--- src/rtl/tsadc_pkg.sv ---
package tsadc_pkg;
  localparam int NCH = 4;
  localparam int AW  = $clog2(NCH);

  typedef enum logic [1:0] {
    ST_IDLE = 2'd0,
    ST_MSB  = 2'd1,
    ST_LSB  = 2'd2
  } conv_st_e;
endpackage

--- src/rtl/tsadc_sync.sv ---
module tsadc_sync #(
  parameter int             W       = 1,
  parameter logic [W-1:0]   RST_VAL = '0
) (
  input  logic         clk_i,
  input  logic         rst_ni,
  input  logic [W-1:0] d_i,
  output logic [W-1:0] q_o
);
  logic [W-1:0] s1_q, s2_q;

  always_ff @(posedge clk_i or negedge rst_ni) begin
    if (!rst_ni) begin
      s1_q <= RST_VAL;
      s2_q <= RST_VAL;
    end else begin
      s1_q <= d_i;
      s2_q <= s1_q;
    end
  end

  assign q_o = s2_q;
endmodule

--- src/rtl/tsadc_chan_latch.sv ---
module tsadc_chan_latch
  import tsadc_pkg::*;
(
  input  logic          clk_i,
  input  logic          rst_ni,
  input  logic          en_i,
  input  logic          mode_wr_i,
  input  logic          mode_sh_i,
  input  logic          cs_act_i,
  input  logic          cs_fall_i,
  input  logic          rd_fall_i,
  input  logic          wr_fall_i,
  input  logic [AW-1:0] addr_i,
  output logic [NCH-1:0] chan_sel_o
);
  logic [AW-1:0] addr_q;
  logic          lat;

  // sample/hold latches on select; track/hold on the starting strobe
  assign lat = en_i & (mode_sh_i ? cs_fall_i
                                 : (cs_act_i & (mode_wr_i ? wr_fall_i : rd_fall_i)));

  always_ff @(posedge clk_i or negedge rst_ni) begin
    if (!rst_ni)  addr_q <= '0;
    else if (lat) addr_q <= addr_i;
  end

  for (genvar g = 0; g < NCH; g++) begin : g_dec
    assign chan_sel_o[g] = (addr_q == AW'(g));
  end

  AST_CHAN_ONEHOT: assert property (@(posedge clk_i) disable iff (!rst_ni)
    $countones(chan_sel_o) == 1);
  AST_CHAN_HOLD: assert property (@(posedge clk_i) disable iff (!rst_ni)
    !lat |=> $stable(chan_sel_o));
endmodule

--- src/rtl/tsadc_seq.sv ---
module tsadc_seq
  import tsadc_pkg::*;
#(
  parameter int ACQ_CYC = 8,
  parameter int LSB_CYC = 6,
  parameter int GAP_CYC = 15
) (
  input  logic       clk_i,
  input  logic       rst_ni,
  input  logic       en_i,
  input  logic       mode_wr_i,
  input  logic       mode_sh_i,
  input  logic       cs_act_i,
  input  logic       cs_rise_i,
  input  logic       rd_fall_i,
  input  logic       rd_rise_i,
  input  logic       wr_fall_i,
  input  logic       wr_rise_i,
  input  logic [3:0] msb_code_i,
  input  logic [3:0] lsb_code_i,
  output logic       int_o,
  output logic [7:0] result_o
);
  localparam int CMAX = (ACQ_CYC > LSB_CYC) ? ACQ_CYC : LSB_CYC;
  localparam int CW   = $clog2(CMAX) + 1;
  localparam int GW   = $clog2(GAP_CYC + 1);

  conv_st_e      st_q;
  logic [CW-1:0] cnt_q;
  logic [GW-1:0] gap_q;
  logic [3:0]    msb_q;
  logic [7:0]    res_q;
  logic          int_q;
  logic          go, clr, abort, early;

  assign go    = cs_act_i & (mode_wr_i ? wr_fall_i : rd_fall_i);
  assign abort = rd_rise_i | cs_rise_i;
  assign clr   = abort | (mode_wr_i & wr_rise_i);
  assign early = mode_wr_i & rd_fall_i & cs_act_i;

  always_ff @(posedge clk_i or negedge rst_ni) begin
    if (!rst_ni) begin
      st_q  <= ST_IDLE;
      cnt_q <= '0;
      gap_q <= '0;
      msb_q <= '0;
      res_q <= '0;
      int_q <= 1'b0;
    end else if (!en_i) begin
      st_q  <= ST_IDLE;
      cnt_q <= '0;
      gap_q <= '0;
      int_q <= 1'b0;
    end else begin
      if (gap_q != '0) gap_q <= gap_q - 1'b1;
      if (clr)         int_q <= 1'b0;
      unique case (st_q)
        ST_IDLE: begin
          if (go && gap_q == '0) begin
            st_q  <= ST_MSB;
            cnt_q <= CW'(ACQ_CYC - 1);
          end
        end
        ST_MSB: begin
          if (!mode_wr_i) begin
            if (abort) st_q <= ST_IDLE;
            else if (cnt_q == '0) begin
              msb_q <= msb_code_i;
              st_q  <= ST_LSB;
              cnt_q <= CW'(LSB_CYC - 1);
            end else cnt_q <= cnt_q - 1'b1;
          end else if (wr_rise_i) begin
            msb_q <= msb_code_i;
            st_q  <= ST_LSB;
            cnt_q <= CW'(LSB_CYC - 1);
          end
        end
        ST_LSB: begin
          if (!mode_wr_i && abort) st_q <= ST_IDLE;
          else if (cnt_q == '0 || early) begin
            res_q <= {msb_q, lsb_code_i};
            int_q <= 1'b1;
            st_q  <= ST_IDLE;
            if (mode_sh_i) gap_q <= GW'(GAP_CYC);
          end else cnt_q <= cnt_q - 1'b1;
        end
        default: st_q <= ST_IDLE;
      endcase
    end
  end

  assign int_o    = int_q;
  assign result_o = res_q;

  AST_GAP_BLOCKS_START: assert property (@(posedge clk_i) disable iff (!rst_ni)
    (st_q == ST_IDLE && gap_q != '0) |=> st_q == ST_IDLE);
  AST_LSB_FROM_MSB: assert property (@(posedge clk_i) disable iff (!rst_ni)
    (st_q == ST_LSB && $past(st_q) != ST_LSB) |-> $past(st_q) == ST_MSB);
  AST_WR_MSB_WAITS: assert property (@(posedge clk_i) disable iff (!rst_ni)
    (en_i && mode_wr_i && st_q == ST_MSB && !wr_rise_i) |=> st_q == ST_MSB);
endmodule

--- src/rtl/tsadc_bus_ctrl.sv ---
module tsadc_bus_ctrl
  import tsadc_pkg::*;
#(
  parameter int ACQ_CYC = 8,
  parameter int LSB_CYC = 6,
  parameter int GAP_CYC = 15,
  parameter int POR_CYC = 150
) (
  input  logic       clk_i,
  input  logic       rst_ni,
  input  logic       cs_ni,
  input  logic       rd_ni,
  input  logic       wr_ni,
  input  logic [1:0] addr_i,
  input  logic       mode_wr_i,
  input  logic       mode_sh_i,
  input  logic [3:0] msb_code_i,
  input  logic [3:0] lsb_code_i,
  output logic       int_no,
  output logic       rdy_low_o,
  output logic [7:0] data_o,
  output logic       data_oe_o,
  output logic [3:0] chan_sel_o
);
  localparam int PW = $clog2(POR_CYC + 1);

  logic [2:0]    strb_s, strb_p;  // {cs, rd, wr}, active low
  logic [AW-1:0] addr_s;
  logic [PW-1:0] por_q;
  logic          en;
  logic          cs_fall, cs_rise, rd_fall, rd_rise, wr_fall, wr_rise, cs_act;
  logic          int_q;
  logic [7:0]    result;

  tsadc_sync #(.W(3), .RST_VAL(3'b111)) u_sync_strb (
    .clk_i, .rst_ni, .d_i({cs_ni, rd_ni, wr_ni}), .q_o(strb_s)
  );
  tsadc_sync #(.W(AW), .RST_VAL('0)) u_sync_addr (
    .clk_i, .rst_ni, .d_i(addr_i), .q_o(addr_s)
  );

  always_ff @(posedge clk_i or negedge rst_ni) begin
    if (!rst_ni) begin
      strb_p <= 3'b111;
      por_q  <= '0;
    end else begin
      strb_p <= strb_s;
      if (por_q != PW'(POR_CYC)) por_q <= por_q + 1'b1;
    end
  end

  assign en      = (por_q == PW'(POR_CYC));
  assign cs_fall =  strb_p[2] & ~strb_s[2];
  assign cs_rise = ~strb_p[2] &  strb_s[2];
  assign rd_fall =  strb_p[1] & ~strb_s[1];
  assign rd_rise = ~strb_p[1] &  strb_s[1];
  assign wr_fall =  strb_p[0] & ~strb_s[0];
  assign wr_rise = ~strb_p[0] &  strb_s[0];
  assign cs_act  = ~strb_s[2];

  tsadc_chan_latch u_chan (
    .clk_i, .rst_ni, .en_i(en), .mode_wr_i, .mode_sh_i,
    .cs_act_i(cs_act), .cs_fall_i(cs_fall), .rd_fall_i(rd_fall), .wr_fall_i(wr_fall),
    .addr_i(addr_s), .chan_sel_o
  );

  tsadc_seq #(.ACQ_CYC(ACQ_CYC), .LSB_CYC(LSB_CYC), .GAP_CYC(GAP_CYC)) u_seq (
    .clk_i, .rst_ni, .en_i(en), .mode_wr_i, .mode_sh_i,
    .cs_act_i(cs_act), .cs_rise_i(cs_rise), .rd_fall_i(rd_fall), .rd_rise_i(rd_rise),
    .wr_fall_i(wr_fall), .wr_rise_i(wr_rise),
    .msb_code_i, .lsb_code_i, .int_o(int_q), .result_o(result)
  );

  assign int_no    = ~int_q;
  assign data_oe_o = en & int_q & ~strb_s[1] & cs_act;
  assign data_o    = data_oe_o ? result : 8'h00;
  assign rdy_low_o = en & ~mode_wr_i & cs_act & ~int_q;

  AST_RDY_QUIET_WR: assert property (@(posedge clk_i) disable iff (!rst_ni)
    mode_wr_i |-> !rdy_low_o);
  AST_OE_NEEDS_INT: assert property (@(posedge clk_i) disable iff (!rst_ni)
    data_oe_o |-> !int_no);
  AST_POR_QUIET: assert property (@(posedge clk_i) disable iff (!rst_ni)
    !en |-> (int_no && !data_oe_o && !rdy_low_o));
  AST_BUS_ZERO_OFF: assert property (@(posedge clk_i) disable iff (!rst_ni)
    !data_oe_o |-> data_o == 8'h00);
endmodule

--- config.mk ---
export PLATFORM = sky130hd
export DESIGN_NAME = tsadc_bus_ctrl
export DESIGN_NICKNAME = d
export VERILOG_FILES = /design/src/rtl/tsadc_pkg.sv /design/src/rtl/tsadc_sync.sv /design/src/rtl/tsadc_chan_latch.sv /design/src/rtl/tsadc_seq.sv /design/src/rtl/tsadc_bus_ctrl.sv
export SDC_FILE = /design/constraint.sdc
export NUM_CORES = 1
export LEC_CHECK = 0
export BUFFER_PORTS_ARGS = -buffer_cell sky130_fd_sc_hd__buf_2
export CAP_MARGIN = 10
export CORE_MARGIN = 3
export CORE_UTILIZATION = 39
export DETAILED_ROUTE_END_ITERATION = 7
export GPL_ROUTABILITY_DRIVEN = 0
export HOLD_SLACK_MARGIN = 0.02
export PLACE_DENSITY = 0.67
export SYNTH_ARGS = -nofsm -noshare
export SYNTH_HDL_FRONTEND = slang
export SYNTH_SLANG_ARGS = --single-unit
--- constraint.sdc ---
create_clock -name clk_i -period 2.66 [get_ports clk_i]
set_clock_uncertainty 0.2 [all_clocks]
set_input_delay 0.266 -clock clk_i [delete_from_list [all_inputs] [get_ports clk_i]]
set_output_delay 0.266 -clock clk_i [all_outputs]
set_load 0.03 [all_outputs]
## Word-level counts from Yosys, hierarchy flattened

Index checks and enable logic that the tools add are counted.

- Register bits: 46
- Output and inout port bits: 15
- Word-level logic and storage cells: 111

- Add/sub/neg operators: 3
- Equality and inequality tests: 17
- Mux-type cells: 36
- Bitwise logic cells: 28
- Reductions and logical operators: 14

Operators with widths:

| cell | number |
|---|---|
| two-way mux 4 bit | 18 |
| bitwise AND 1 bit | 17 |
| two-way mux 2 bit | 8 |
| case mux 4 bit (3 select lines) | 1 |
| inverter 1 bit | 9 |
| adder 8 x 1 -> 8 bit, second input constant | 1 |
| == test 8 bit, second input constant | 1 |
| logical NOT 4 bit | 2 |
| two-way mux 8 bit | 1 |
| inequality test 8 bit, second input constant | 1 |
| AND reduction 4 bit | 2 |
| subtractor 4 x 1 -> 4 bit, second input constant | 2 |
| two-way mux 1 bit | 7 |
| == test 2 bit, second input constant | 3 |
| inequality test 3 bit, second input constant | 2 |
| case mux 2 bit (3 select lines) | 1 |
| AND reduction 6 bit | 1 |
| inequality test 5 x 3 -> 1 bit, second input constant | 1 |
| AND reduction 5 bit | 1 |
| == test 2 x 1 -> 1 bit, second input constant | 2 |
| logical NOT 2 bit | 2 |
| inequality test 4 x 1 -> 1 bit, second input constant | 1 |
| inequality test 4 x 2 -> 1 bit, second input constant | 1 |
| inequality test 4 x 3 -> 1 bit, second input constant | 1 |
| 10 further kinds | 12 |

## Longest topological paths before layout

Gate-level depths: netlist of run 1.

- Word-level depth: 9
- Depth in mapped cells: 8
- Depth with buffers taken out: 8

## Hierarchy

From an unflattened synthesis of run 1, not the netlist that was laid out.

- Cells, all modules: 207
- Area total of the unflattened synthesis: 2331.0 µm²

Modules (own cells, without submodules):

| module | instances | cells an instance | area each (µm²) |
|---|---|---|---|
| tsadc_seq | 1 | 124 | 1317.5 |
| tsadc_bus_ctrl | 1 | 56 | 596.8 |
| tsadc_chan_latch | 1 | 17 | 158.9 |
| tsadc_sync at u_sync_strb | 1 | 6 | 157.7 |
| tsadc_sync at u_sync_addr | 1 | 4 | 100.1 |

## Worst setup path after synthesis of run 1

Ideal clock, no wire load.

- Path type: reg2out
- Start point: reg por_q[0]
- End point: out rdy_low_o
- Arrival: 2.087 ns
- Setup slack: 0.107 ns
- Cell stages (with the launch flop): 7
- Path buffers: 1
- Cells stage by stage: dfrtp_1 > inv_1 > ha_1 > and4b_1 > nand3_1 > clkbuf_1 > nor4_1

- Longest elaborated chain between the ends: 4

RTL lines:

| what | line | RTL |
|---|---|---|
| start: declaration | tsadc_bus_ctrl.sv:29 | `logic [PW-1:0] por_q;` |
| start signal: assignment | tsadc_bus_ctrl.sv:48 | `if (por_q != PW'(POR_CYC)) por_q <= por_q + 1'b1;` |
| == test 8 bit | tsadc_bus_ctrl.sv:52 | `assign en = (por_q == PW'(POR_CYC));` |
| bitwise AND 1 bit (3 in series) | tsadc_bus_ctrl.sv:77 | `assign rdy_low_o = en & ~mode_wr_i & cs_act & ~int_q;` |
| end: declaration | tsadc_bus_ctrl.sv:20 | `output logic rdy_low_o,` |

No other way between the ends.

## Final worst setup path of run 1

- Start point: reg por_q[0]
- End point: out data_o[2]

- Longest elaborated chain between the ends: 5

RTL lines:

| what | line | RTL |
|---|---|---|
| == test 8 bit | tsadc_bus_ctrl.sv:52 |  |
| bitwise AND 1 bit (3 in series) | tsadc_bus_ctrl.sv:75 | `assign data_oe_o = en & int_q & ~strb_s[1] & cs_act;` |
| two-way mux 8 bit | tsadc_bus_ctrl.sv:76 | `assign data_o = data_oe_o ? result : 8'h00;` |
| end: declaration | tsadc_bus_ctrl.sv:21 | `output logic [7:0] data_o,` |

No other way between the ends.

==> results of run 1 <==
==> cells in the final DEF, fill, tap and decap left out, types with 2 or more instances in the layout <==
master         instances
a22o_1                 2
nor2_1                13
nor3b_1                3
buf_2                 31
clkbuf_8               6
o22ai_1                2
ha_1                   8
and3_1                 2
o21ai_0                7
xnor2_1                6
dfrtp_1               37
and2_1                10
inv_1                  8
a21oi_1               14
o31ai_1                2
dfstp_2                9
dlygate4sd3_1         14
mux2_2                15
xor2_1                 3
nor2b_1                6
buf_4                  4
nand2_1               10
nand3_1                6
nor3_1                 4
==> sequential cells by signal, indices dropped and copies added, names as in the netlist, 3 cells and up <==
register	count
u_seq.cnt_q	4
por_q	8
u_seq.msb_q	4
u_seq.result_o	8
u_sync_strb.q_o	3
strb_p	3
u_seq.gap_q	4
u_sync_strb.s1_q	3
==> cells by family after synthesis <==
group / Yosys count / share of synthesized area
AND/OR/NAND/NOR: 68 / 0.1760
flip-flops: 46 / 0.5361
AO/OA/AOI/OAI: 33 / 0.09752
multiplexers: 16 / 0.08309
buffers and inverters: 12 / 0.02481
XOR/XNOR: 9 / 0.03636
adder cells (fa/ha/maj): 8 / 0.04616
==> power groups by stage <==
stage          Combinational (mW)  Sequential [mW]  Clock [mW]
2_1_floorplan              0.0141            0.732           0
3_3_place_gp               0.0410            0.734           0
3_5_place_dp               0.0413            0.734           0
4_1_cts                    0.0570            0.721       0.457
5_1_grt                    0.0630            0.723       0.486
6_report                   0.0563            0.721       0.437
==> path summary, 6_finish.rpt <==
kind	cells past startpoint	endpoint	from
worst min-delay path	3	u_seq.gap_q[0]$_DFF_PN0_	mode_sh_i
max in group asynchronous	3	u_sync_strb.q_o[0]$_DFF_PN1_	rst_ni
worst max register to register	7	u_seq.cnt_q[2]$_DFFE_PN0P_	u_seq.st_q[1]$_DFFE_PN0P_
worst max-delay path	7	data_o[2]	por_q[0]$_DFFE_PN0N_
worst min register to register	0	u_sync_addr.q_o[1]$_DFF_PN0_	u_sync_addr.s1_q[1]$_DFF_PN0_
min in group asynchronous	2	u_seq.cnt_q[0]$_DFFE_PN0P_	rst_ni
==> repair_timing <==
item | 4_1_cts | 5_1_grt
setup buffers | 0 | 0
hold buffers | 14 | 0
hold endpoints to repair | 27 | 0
setup endpoints to repair | 1 | 9
gates resized for setup | 1 | 2
==> cell type report <==
type	count	share of cell area
Sequential cell	46	0.4361
Clock buffer	6	0.03099
Timing Repair Buffer	49	0.1221
Multi-Input combinational cell	134	0.3620
Clock inverter	2	0.004695
Tap cell	70	0.03286
Inverter	8	0.01127
==> layer usage <==
layer  part of all wire  global-route usage  vias up
met3              0.032             0.03363        5
met1               0.46              0.1777      749
met5                  0                   0        -
met4             0.0090             0.03547        0
li1                   -                   -      770
met2               0.50              0.2243       23
==> worst max-delay path, stage by stage (launching register included) <==
cell and delay (ns):
dfrtp_1 0.44, inv_1 0.08, ha_1 0.15, and4b_1 0.22, and3_1 0.20, and3_2 0.28
and2_1 0.15, buf_2 0.19
==> cell usage after synthesis, types with 2 or more instances <==
cell type,instances
a21oi_1,14
o21ai_0,7
nor4_1,2
nor3b_1,3
and3_1,3
a22o_1,2
and2_1,10
dfrtp_1,37
nor3_1,4
nor2b_1,6
nand2_1,10
inv_1,8
o31ai_1,2
ha_1,8
clkbuf_1,2
xor2_1,3
nor2_1,13
mux2_2,15
nand3_1,7
o22ai_1,2
xnor2_1,6
dfstp_2,9
==> metrics by stage <==
stage	hold WS, ns	std cells	power (mW)	area (um2)	utilization
finish	0.1511	315	1.214	2665	0.5088
global route	0.1655	315	1.271	2665	0.5088
CTS	0.1433	315	1.234	2658	0.5074
detailed placement	-0.01019	293	0.7753	2417	0.4615
global placement	-0.009789	293	0.7746	2417	0.4615
floorplan	-0.2296	192	0.7464	2168	-
==> impl_summary.txt, run 1 <==
----------------------------------------------------
[Outcome]
  Run status ... complete, no violations

[Logic synthesis]
  Post-Syn Instances ... 192
  Largest area contributor in the synthesized netlist ... dfrtp_1
  Post-Synthesis Net Count ... 217
  Largest cells by area after synthesis ... dfrtp_1 43%, dfstp_2 11%, mux2_2 7.8%
  Mapped cell area ... 0.002168 mm2
  Distinct cells, synth ... 41
  Number of synthesized register bits ... 46
  Post-synthesis sequential area ratio ... 0.5361
  Primary flip-flop cell chosen by synthesis mapping ... dfrtp_1
  Synth warn ... 0
  Area share of the largest cell type after synthesis ... 0.4270
  Post-synthesis async set-or-reset flop share ... 1.000
  Post-synthesis average cell area ... 11.29 um2
  Number of enable-type register cells in the synthesized netlist ... 0

[Worst setup path]
  Worst path required time ... 2.19 ns
  Worst reg2reg setup slack ... 0.28 ns
  Data arrival time of the worst path ... 2.00 ns
  Launching element type of the critical path ... flop
  CP max FO ... 9
  Setup crit end kind ... primary output
  Crit Path Category ... flop to primary output

[Placed design]
  Hpwl dp ... 2808 um
  Worst slack at placement ... 0.2572 ns
  Number of buffers inserted by port buffering ... 31

[Power]
  Sequential group share of total power ... 0.593
  Pint ... 952.1 uW
  Net switching share of the total power ... 0.2160
  Total net switching power ... 262.4 uW
  Cell area power density ... 455.7 mW/mm2
  Portion of total power attributed to combinational logic ... 0.046
  Share of power burned in the clock network ... 0.360
  Worst vdd rail ir drop ... 0.3969 mV
  Leakage ... 1.274 nW

[Clocking]
  Number of buffers on the longest clock path ... 2
  CTS root buffer ... clkbuf_8
  Clock latency on the worst-skew pair ... 0.29 ns
  Sinks on the clock net ... 46
  Number of buffers created by CTS ... 5
  Number of levels the H-tree was split into ... 2
  TritonCTS clock tree ... done
  Clock Pin Slew Worst Setup and Hold Paths ... 0.09 ns

[Layout]
  Final antenna diode count ... 0
  Area growth from synthesis to final layout ... 22.91%
  Area occupied by registers ... 0.001162 mm2
  Share of layout cells above drive strength 1 ... 0.3020
  Nets ... 269
  Multi-input combinational cell area ... 964.7 um2
  Number of filler instances in the final layout ... 451

[Routing]
  Detailed-route wire length ... 3989 um
  Initial DRC count ... 74
  Via density ... 4.911
  First-pass detailed-route iteration total ... 4
  Post-detailed-route wirelength per cell ... 12.66 um
  Remaining antenna violation count after routing ... 0
  Drc violations ... 0
  DR vias ... 1,547

[Timing]
  Worst Tran Pin Value ... 0.3861 ns
  Max Freq ... 0.4050 GHz
  Minimum clock period ... 2.469 ns
  Period utilization ... 0.9283
  Worst setup slack after layout ... 0.1907 ns
  Number of hold violations in the final report ... 0
  Max transition margin ... 0.7426
  Total negative slack for setup checks ... 0 ns
  Setup violators final ... 0
  RSZ-0062 raised after global routing ... false
  Count of pins over their slew limit ... 0

[Hold path]
  HP Class ... input port to flop

[Die]
  Die X-Extent ... 80.57 um
  Num ports ... 32
  Floorplan row count ... 26
  Starting density of the core ... 0.4140
  Placeable core region ... 0.005238 mm2
  Die Ht ... 80.57 um
  Die area ... 0.006491 mm2

[GRT]
  Total overflow reported by the global router ... 0
  Via count of the first global-routing pass ... 1,488
  Initial antenna violation count ... 0
  Global-route wire length before repair ... 6900 um
  Total track usage ... 0.1358
  Pin count of the biggest net entering global routing ... 33

[Job]
  Number of maximum-capacitance constraint violations ... 0

----------------------------------------------------
Note: power is estimated with default switching activity, not from simulation.
==> inputs of run 2 (changes only) <==
Settings changed: CORE_MARGIN 3 to unset.
==> run 2 against run 1 <==
First-iteration DRC count unchanged; highest routed layer unchanged; power down 2.8%; design area decreased by 0.75%; largest cell class unchanged; critical endpoint is now data_o[0].
==> impl_summary.txt, run 2 (synthesized netlist as in run 1, its figures left out) <==
----------------------------------------------------
[Clocking]
  Number of levels the H-tree was split into ... 2 (unchanged)
  TritonCTS clock tree ... done (unchanged)
  CTS root buffer ... clkbuf_8 (unchanged)
  Hold-fix buffers at CTS ... 14 (unchanged)
  Number of buffers created by CTS ... 5 (unchanged)
  Sinks on the clock net ... 46 (unchanged)
  Buffers inserted during post-CTS setup optimization ... 0 (unchanged)
  Number of buffers on the longest clock path ... 2 (unchanged)
  Total of cells resized after clock tree synthesis ... 0 (was 1)
  Clock Pin Slew Worst Setup and Hold Paths ... 0.08 ns (was 0.09 ns)
  Clock latency on the worst-skew pair ... 0.29 ns (about the same)

[Power]
  Post-route total power ... 1.181 mW (was 1.214 mW)
  Leakage ... 1.267 nW (was 1.274 nW)
  Worst vdd rail ir drop ... 0.3513 mV (was 0.3969 mV)
  Cell area power density ... 446.3 mW/mm2 (was 455.7 mW/mm2)

[Placed design]
  Cells after DPL ... 294 (was 293)
  Number of buffers inserted by port buffering ... 31 (unchanged)
  Hpwl dp ... 2858 um (was 2808 um)

[Die]
  Placeable core region ... 0.005238 mm2 (unchanged)
  Num ports ... 32 (unchanged)
  Die X-Extent ... 76.57 um (was 80.57 um)
  Die Ht ... 76.57 um (was 80.57 um)
  Starting density of the core ... 0.4140 (unchanged)
  Die area ... 0.005862 mm2 (was 0.006491 mm2)
  Floorplan row count ... 26 (unchanged)

[Layout]
  Commonest cells after routing, fill and taps aside ... 37 x dfrtp_1, 31 x buf_2, 15 x mux2_2 (unchanged)
  Share of layout cells above drive strength 1 ... 0.2898 (was 0.3020)
  Final antenna diode count ... 0 (unchanged)
  Most common library cell in the layout ignoring fill and taps ... dfrtp_1 (unchanged)
  Filler-free cell count of the finished design ... 315 (unchanged)
  Area growth from synthesis to final layout ... 21.99% (was 22.91%)
  Nets ... 270 (was 269)

[Worst setup path]
  Data arrival time of the worst path ... 2.04 ns (was 2.00 ns)
  CP max FO ... 9 (unchanged)
  Cell mode on critical path ... and3_1
  Crit Path Category ... flop to primary output (unchanged)
  Worst-path cell with the longest stage delay ... dfrtp_1 (unchanged)
  Setup crit end kind ... primary output (unchanged)
  Launching element type of the critical path ... flop (unchanged)
  Critical path's largest stage delay ... 0.44 ns (about the same)
  Cell type group with the largest total delay on the critical path ... simple AND/OR/NAND/NOR gates (unchanged)
  Critical path cell sequence ... inv_1, ha_1, and4b_1, and3_1, and3_1, and2_1, buf_2 (was inv_1, ha_1, and4b_1, and3_1, and3_2, and2_1, buf_2)
  Worst path required time ... 2.19 ns (about the same)
  Buf+Inv Stages, Crit Path ... 2 (unchanged)

[GRT]
  Pin count of the biggest net entering global routing ... 21 (was 33)
  Total track usage ... 0.1492 (was 0.1358)
  Total overflow reported by the global router ... 0 (unchanged)
  Via count of the first global-routing pass ... 1,542 (was 1,488)
  Global-route wire length before repair ... 7065 um (was 6900 um)
  Initial antenna violation count ... 0 (unchanged)

[Routing]
  Detailed-route wire length ... 3989 um (unchanged)
  Drc violations ... 0 (unchanged)
  Initial DRC count ... 74 (unchanged)
  Post-detailed-route wirelength per cell ... 12.66 um (unchanged)
  DR vias ... 1,576 (was 1,547)
  Remaining antenna violation count after routing ... 0 (unchanged)
  Via density ... 5.003 (was 4.911)
  First-pass detailed-route iteration total ... 4 (unchanged)

[Timing]
  Count of pins over their slew limit ... 0 (unchanged)
  RSZ-0062 raised after global routing ... false (unchanged)
  Minimum clock period ... 2.510 ns (was 2.469 ns)
  Number of hold violations in the final report ... 0 (unchanged)
  Max transition margin ... 0.7466 (was 0.7426)
  Period utilization ... 0.9437 (was 0.9283)
  Setup violators final ... 0 (unchanged)
  Max Freq ... 0.3984 GHz (was 0.4050 GHz)
  Total negative slack for setup checks ... 0 ns (unchanged)
  Worst Tran Pin Value ... 0.3792 ns (was 0.3861 ns)

[Hold path]
  HP Class ... input port to flop (unchanged)

[Job]
  Number of maximum-capacitance constraint violations ... 0 (unchanged)

[Outcome]
  Run status ... complete, no violations (unchanged)

----------------------------------------------------
[run 2: cell types whose count changed in the layout (fill, tap and decap cells not counted), sizes merged]
cell      delta
buf          +1
clkinv       -2
clkinvlp     +1
[run 2: stage by stage]
stage / setup WS (ns) / cell area, um2 / hold WS [ns] / util
final: 0.1498 / 2645 / 0.1501 / 0.5050
after global routing: 0.003497 / 2645 / 0.1566 / 0.5050
after CTS: 0.1150 / 2645 / 0.1475 / 0.5050
after detailed placement: 0.2691 / 2425 / -0.001525 / 0.4630
after global placement: 0.3035 / 2425 / 0.0001171 / 0.4630
after floorplan: 0.1068 / 2168 / -0.2296 / -
[run 2: path summary, 6_finish.rpt]
check                                         startpoint                            end  slack, ns  cells after the start
max in group asynchronous                         rst_ni   u_chan.addr_q[0]$_DFFE_PN0P_       1.47                      3
min in group asynchronous                         rst_ni  u_seq.result_o[7]$_DFFE_PN0P_       0.21                      2
min                                            mode_sh_i       u_seq.gap_q[2]$_DFF_PN0_       0.15                      3
max reg2reg                    u_seq.st_q[1]$_DFFE_PN0P_     u_seq.cnt_q[2]$_DFFE_PN0P_       0.27                      7
min reg2reg                u_sync_addr.s1_q[0]$_DFF_PN0_   u_sync_addr.q_o[0]$_DFF_PN0_       0.16                      0
max                                 por_q[0]$_DFFE_PN0N_                      data_o[0]       0.15                      7
[run 2: final cells by class]
class                           instances  area (um2)
Fill cell                             460        2592
Sequential cell                        46        1162
Multi-Input combinational cell        134       952.2
Timing Repair Buffer                   50       332.8
Tap cell                               70       87.58
Clock buffer                            6       72.57
Inverter                                8       30.03
Clock inverter                          1       7.507
[run 2: metal layers]
metal,GRT usage,share of wire
met1,0.1880,0.47
met2,0.2405,0.46
met3,0.04072,0.041
met4,0.06346,0.025
met5,0,0
[run 2: power breakdown]
group          switching [mW]  total (mW)  leakage, nW  internal, mW
combinational          0.0272      0.0566        0.642        0.0294
clock                   0.223       0.404       0.0373         0.180
sequential            0.00605       0.720        0.588         0.714
[run 2: worst min-delay path: stages]
cell and delay (ns):
buf_2 0.12, nand2_1 0.14, a21oi_1 0.08
==> inputs of run 3 (changes only) <==
Clock period 2.66 ns to 2.7 ns, I/O delays scaled along.
==> run 3 against run 2 <==
Non-clock buffer count is 1 lower; power is 3.4% higher; first-iteration DRC count stayed put; critical path depth stayed put; worst hold slack worse by 0.0050 ns; count of clock-buffer cells in the layout is 1 higher; sequential power is 1% lower; sequential cell count stayed put; die area stayed put; sequential share of layout area is 0.33 points lower; via count is 3.4% lower; worst setup slack worse by 0.0096 ns; largest power group unchanged; highest routed layer unchanged.
==> impl_summary.txt, run 3 (synthesized netlist as in run 1, its figures left out) <==
----------------------------------------------------
[Timing]
  Worst Tran Pin Value ... 0.3982 ns (was 0.3792 ns)
  Max Freq ... 0.3907 GHz
  Setup violators final ... 0 (unchanged)
  RSZ-0062 raised after global routing ... false (unchanged)
  Minimum clock period ... 2.560 ns
  Total negative slack for setup checks ... 0 ns (unchanged)
  Count of pins over their slew limit ... 0 (unchanged)
  Worst setup slack after layout ... 0.1402 ns (was 0.1498 ns)
  Worst hold slack across all endpoints ... 0.1450 ns (was 0.1501 ns)
  Number of hold violations in the final report ... 0 (unchanged)
  Period utilization ... 0.9481
  Max transition margin ... 0.7345 (was 0.7466)

[Die]
  Die area ... 0.005862 mm2 (unchanged)
  Die X-Extent ... 76.57 um (unchanged)
  Num ports ... 32 (unchanged)
  Floorplan row count ... 26 (unchanged)
  Die Ht ... 76.57 um (unchanged)
  Placeable core region ... 0.005238 mm2 (unchanged)
  Starting density of the core ... 0.4140 (unchanged)

[Layout]
  Number of filler instances in the final layout ... 473 (was 460)
  Area growth from synthesis to final layout ... 22.91% (was 21.99%)
  Final antenna diode count ... 0 (unchanged)
  Nets ... 269 (was 270)
  Share of layout cells above drive strength 1 ... 0.3020 (was 0.2898)
  Commonest cells after routing, fill and taps aside ... 37 x dfrtp_1, 31 x buf_2, 15 x mux2_2 (unchanged)
  End-of-flow core utilization ... 0.5088 (was 0.5050)
  Most common library cell in the layout ignoring fill and taps ... dfrtp_1 (unchanged)

[Placed design]
  Hpwl dp ... 2880 um (was 2858 um)
  Number of buffers inserted by port buffering ... 31 (unchanged)
  Worst slack at placement ... 0.2756 ns (was 0.2691 ns)

[Routing]
  Post-detailed-route wirelength per cell ... 12.63 um (was 12.66 um)
  Remaining antenna violation count after routing ... 0 (unchanged)
  Via density ... 4.835 (was 5.003)
  Detailed-route wire length ... 3977 um (was 3989 um)
  First-pass detailed-route iteration total ... 4 (unchanged)
  Initial DRC count ... 74 (unchanged)
  Drc violations ... 0 (unchanged)
  DR vias ... 1,523 (was 1,576)

[Clocking]
  Number of buffers on the longest clock path ... 2 (unchanged)
  CTS root buffer ... clkbuf_8 (unchanged)
  Clock latency on the worst-skew pair ... 0.29 ns (about the same)
  TritonCTS clock tree ... done (unchanged)
  Sinks on the clock net ... 46 (unchanged)
  Number of levels the H-tree was split into ... 2 (unchanged)
  Clock Pin Slew Worst Setup and Hold Paths ... 0.08 ns (about the same)
  Number of buffers created by CTS ... 5 (unchanged)

[Job]
  Number of maximum-capacitance constraint violations ... 0 (unchanged)

[GRT]
  Total overflow reported by the global router ... 0 (unchanged)
  Total track usage ... 0.1551 (was 0.1492)
  Pin count of the biggest net entering global routing ... 34 (was 21)
  Global-route wire length before repair ... 7265 um (was 7065 um)
  Initial antenna violation count ... 0 (unchanged)
  Via count of the first global-routing pass ... 1,612 (was 1,542)

[Worst setup path]
  Worst path required time ... 2.23 ns (was 2.19 ns)
  Setup crit end kind ... primary output (unchanged)
  Crit Path Category ... flop to primary output (unchanged)
  Launching element type of the critical path ... flop (unchanged)
  Data arrival time of the worst path ... 2.09 ns (was 2.04 ns)
  CP max FO ... 9 (unchanged)

[Hold path]
  HP Class ... input port to flop (unchanged)

[Power]
  Worst vdd rail ir drop ... 0.3799 mV (was 0.3513 mV)
  Leakage ... 1.277 nW (was 1.267 nW)
  Cell area power density ... 458.1 mW/mm2 (was 446.3 mW/mm2)

[Outcome]
  Run status ... complete, no violations (unchanged)

----------------------------------------------------
==> run 3: cell types whose count changed in the layout (fill, tap and decap cells not counted), sizes merged <==
cell / previous run / this run
buf: 36 / 35
clkbuf: 6 / 7
clkinv: 0 / 1
clkinvlp: 1 / 0
==> run 3: worst paths after layout <==
path	start	endpoint	slack (ns)	cells past startpoint
max	por_q[0]$_DFFE_PN0N_	data_o[7]	0.14	7
min	mode_sh_i	u_seq.gap_q[0]$_DFF_PN0_	0.15	3
max reg2reg	u_seq.st_q[1]$_DFFE_PN0P_	u_seq.cnt_q[2]$_DFFE_PN0P_	0.33	7
min reg2reg	u_sync_addr.s1_q[0]$_DFF_PN0_	u_sync_addr.q_o[0]$_DFF_PN0_	0.15	0
max in group asynchronous	rst_ni	u_sync_strb.s1_q[1]$_DFF_PN1_	1.38	3
min in group asynchronous	rst_ni	u_seq.cnt_q[2]$_DFFE_PN0P_	0.20	2
==> run 3: worst max-delay path, stage by stage (launching register included) <==
cell and delay [ns]:
dfrtp_1 0.45, inv_1 0.08, ha_1 0.13, and4b_1 0.20
and3_2 0.28, and3_2 0.30, and2_1 0.16, buf_2 0.20
==> run 3: final cells by class <==
cell class	instances	area, um2	area share
sequential	46	1162	0.4361
multi-input combinational	134	954.7	0.3582
timing repair buffer	49	325.3	0.1221
clock buffer	7	96.34	0.03615
tap	70	87.58	0.03286
inverter	8	30.03	0.01127
clock inverter	1	8.758	0.003286
==> run 3: per-stage QoR <==
step                std cells  area, um2  total power [mW]
global route              315       2665             1.272
finish                    315       2665             1.221
CTS                       315       2664             1.240
floorplan                 192       2168            0.7354
global placement          293       2417            0.7644
detailed placement        293       2417            0.7646
==> run 3: where the power goes <==
part,internal [mW],switching (mW)
sequential,0.704,0.00627
combinational,0.0280,0.0271
clock,0.234,0.221
==> run 3: repair_timing <==
| item | 4_1_cts | 5_1_grt |
|---|---|---|
| hold buffers | 14 | 0 |
| resized for setup | 1 | 1 |
| endpoints found under the hold margin | 26 | 0 |
| endpoints found under the setup margin | 8 | 8 |
| buffers inserted | 0 | 0 |
==> run 3: layer usage <==
| layer | vias to the layer above | GRT usage | share of wire |
|---|---|---|---|
| met5 | - | 0 | 0 |
| met4 | 0 | 0.05577 | 0.018 |
| met1 | 711 | 0.1924 | 0.47 |
| met2 | 34 | 0.2631 | 0.47 |
| li1 | 771 | - | - |
| met3 | 7 | 0.03593 | 0.041 |
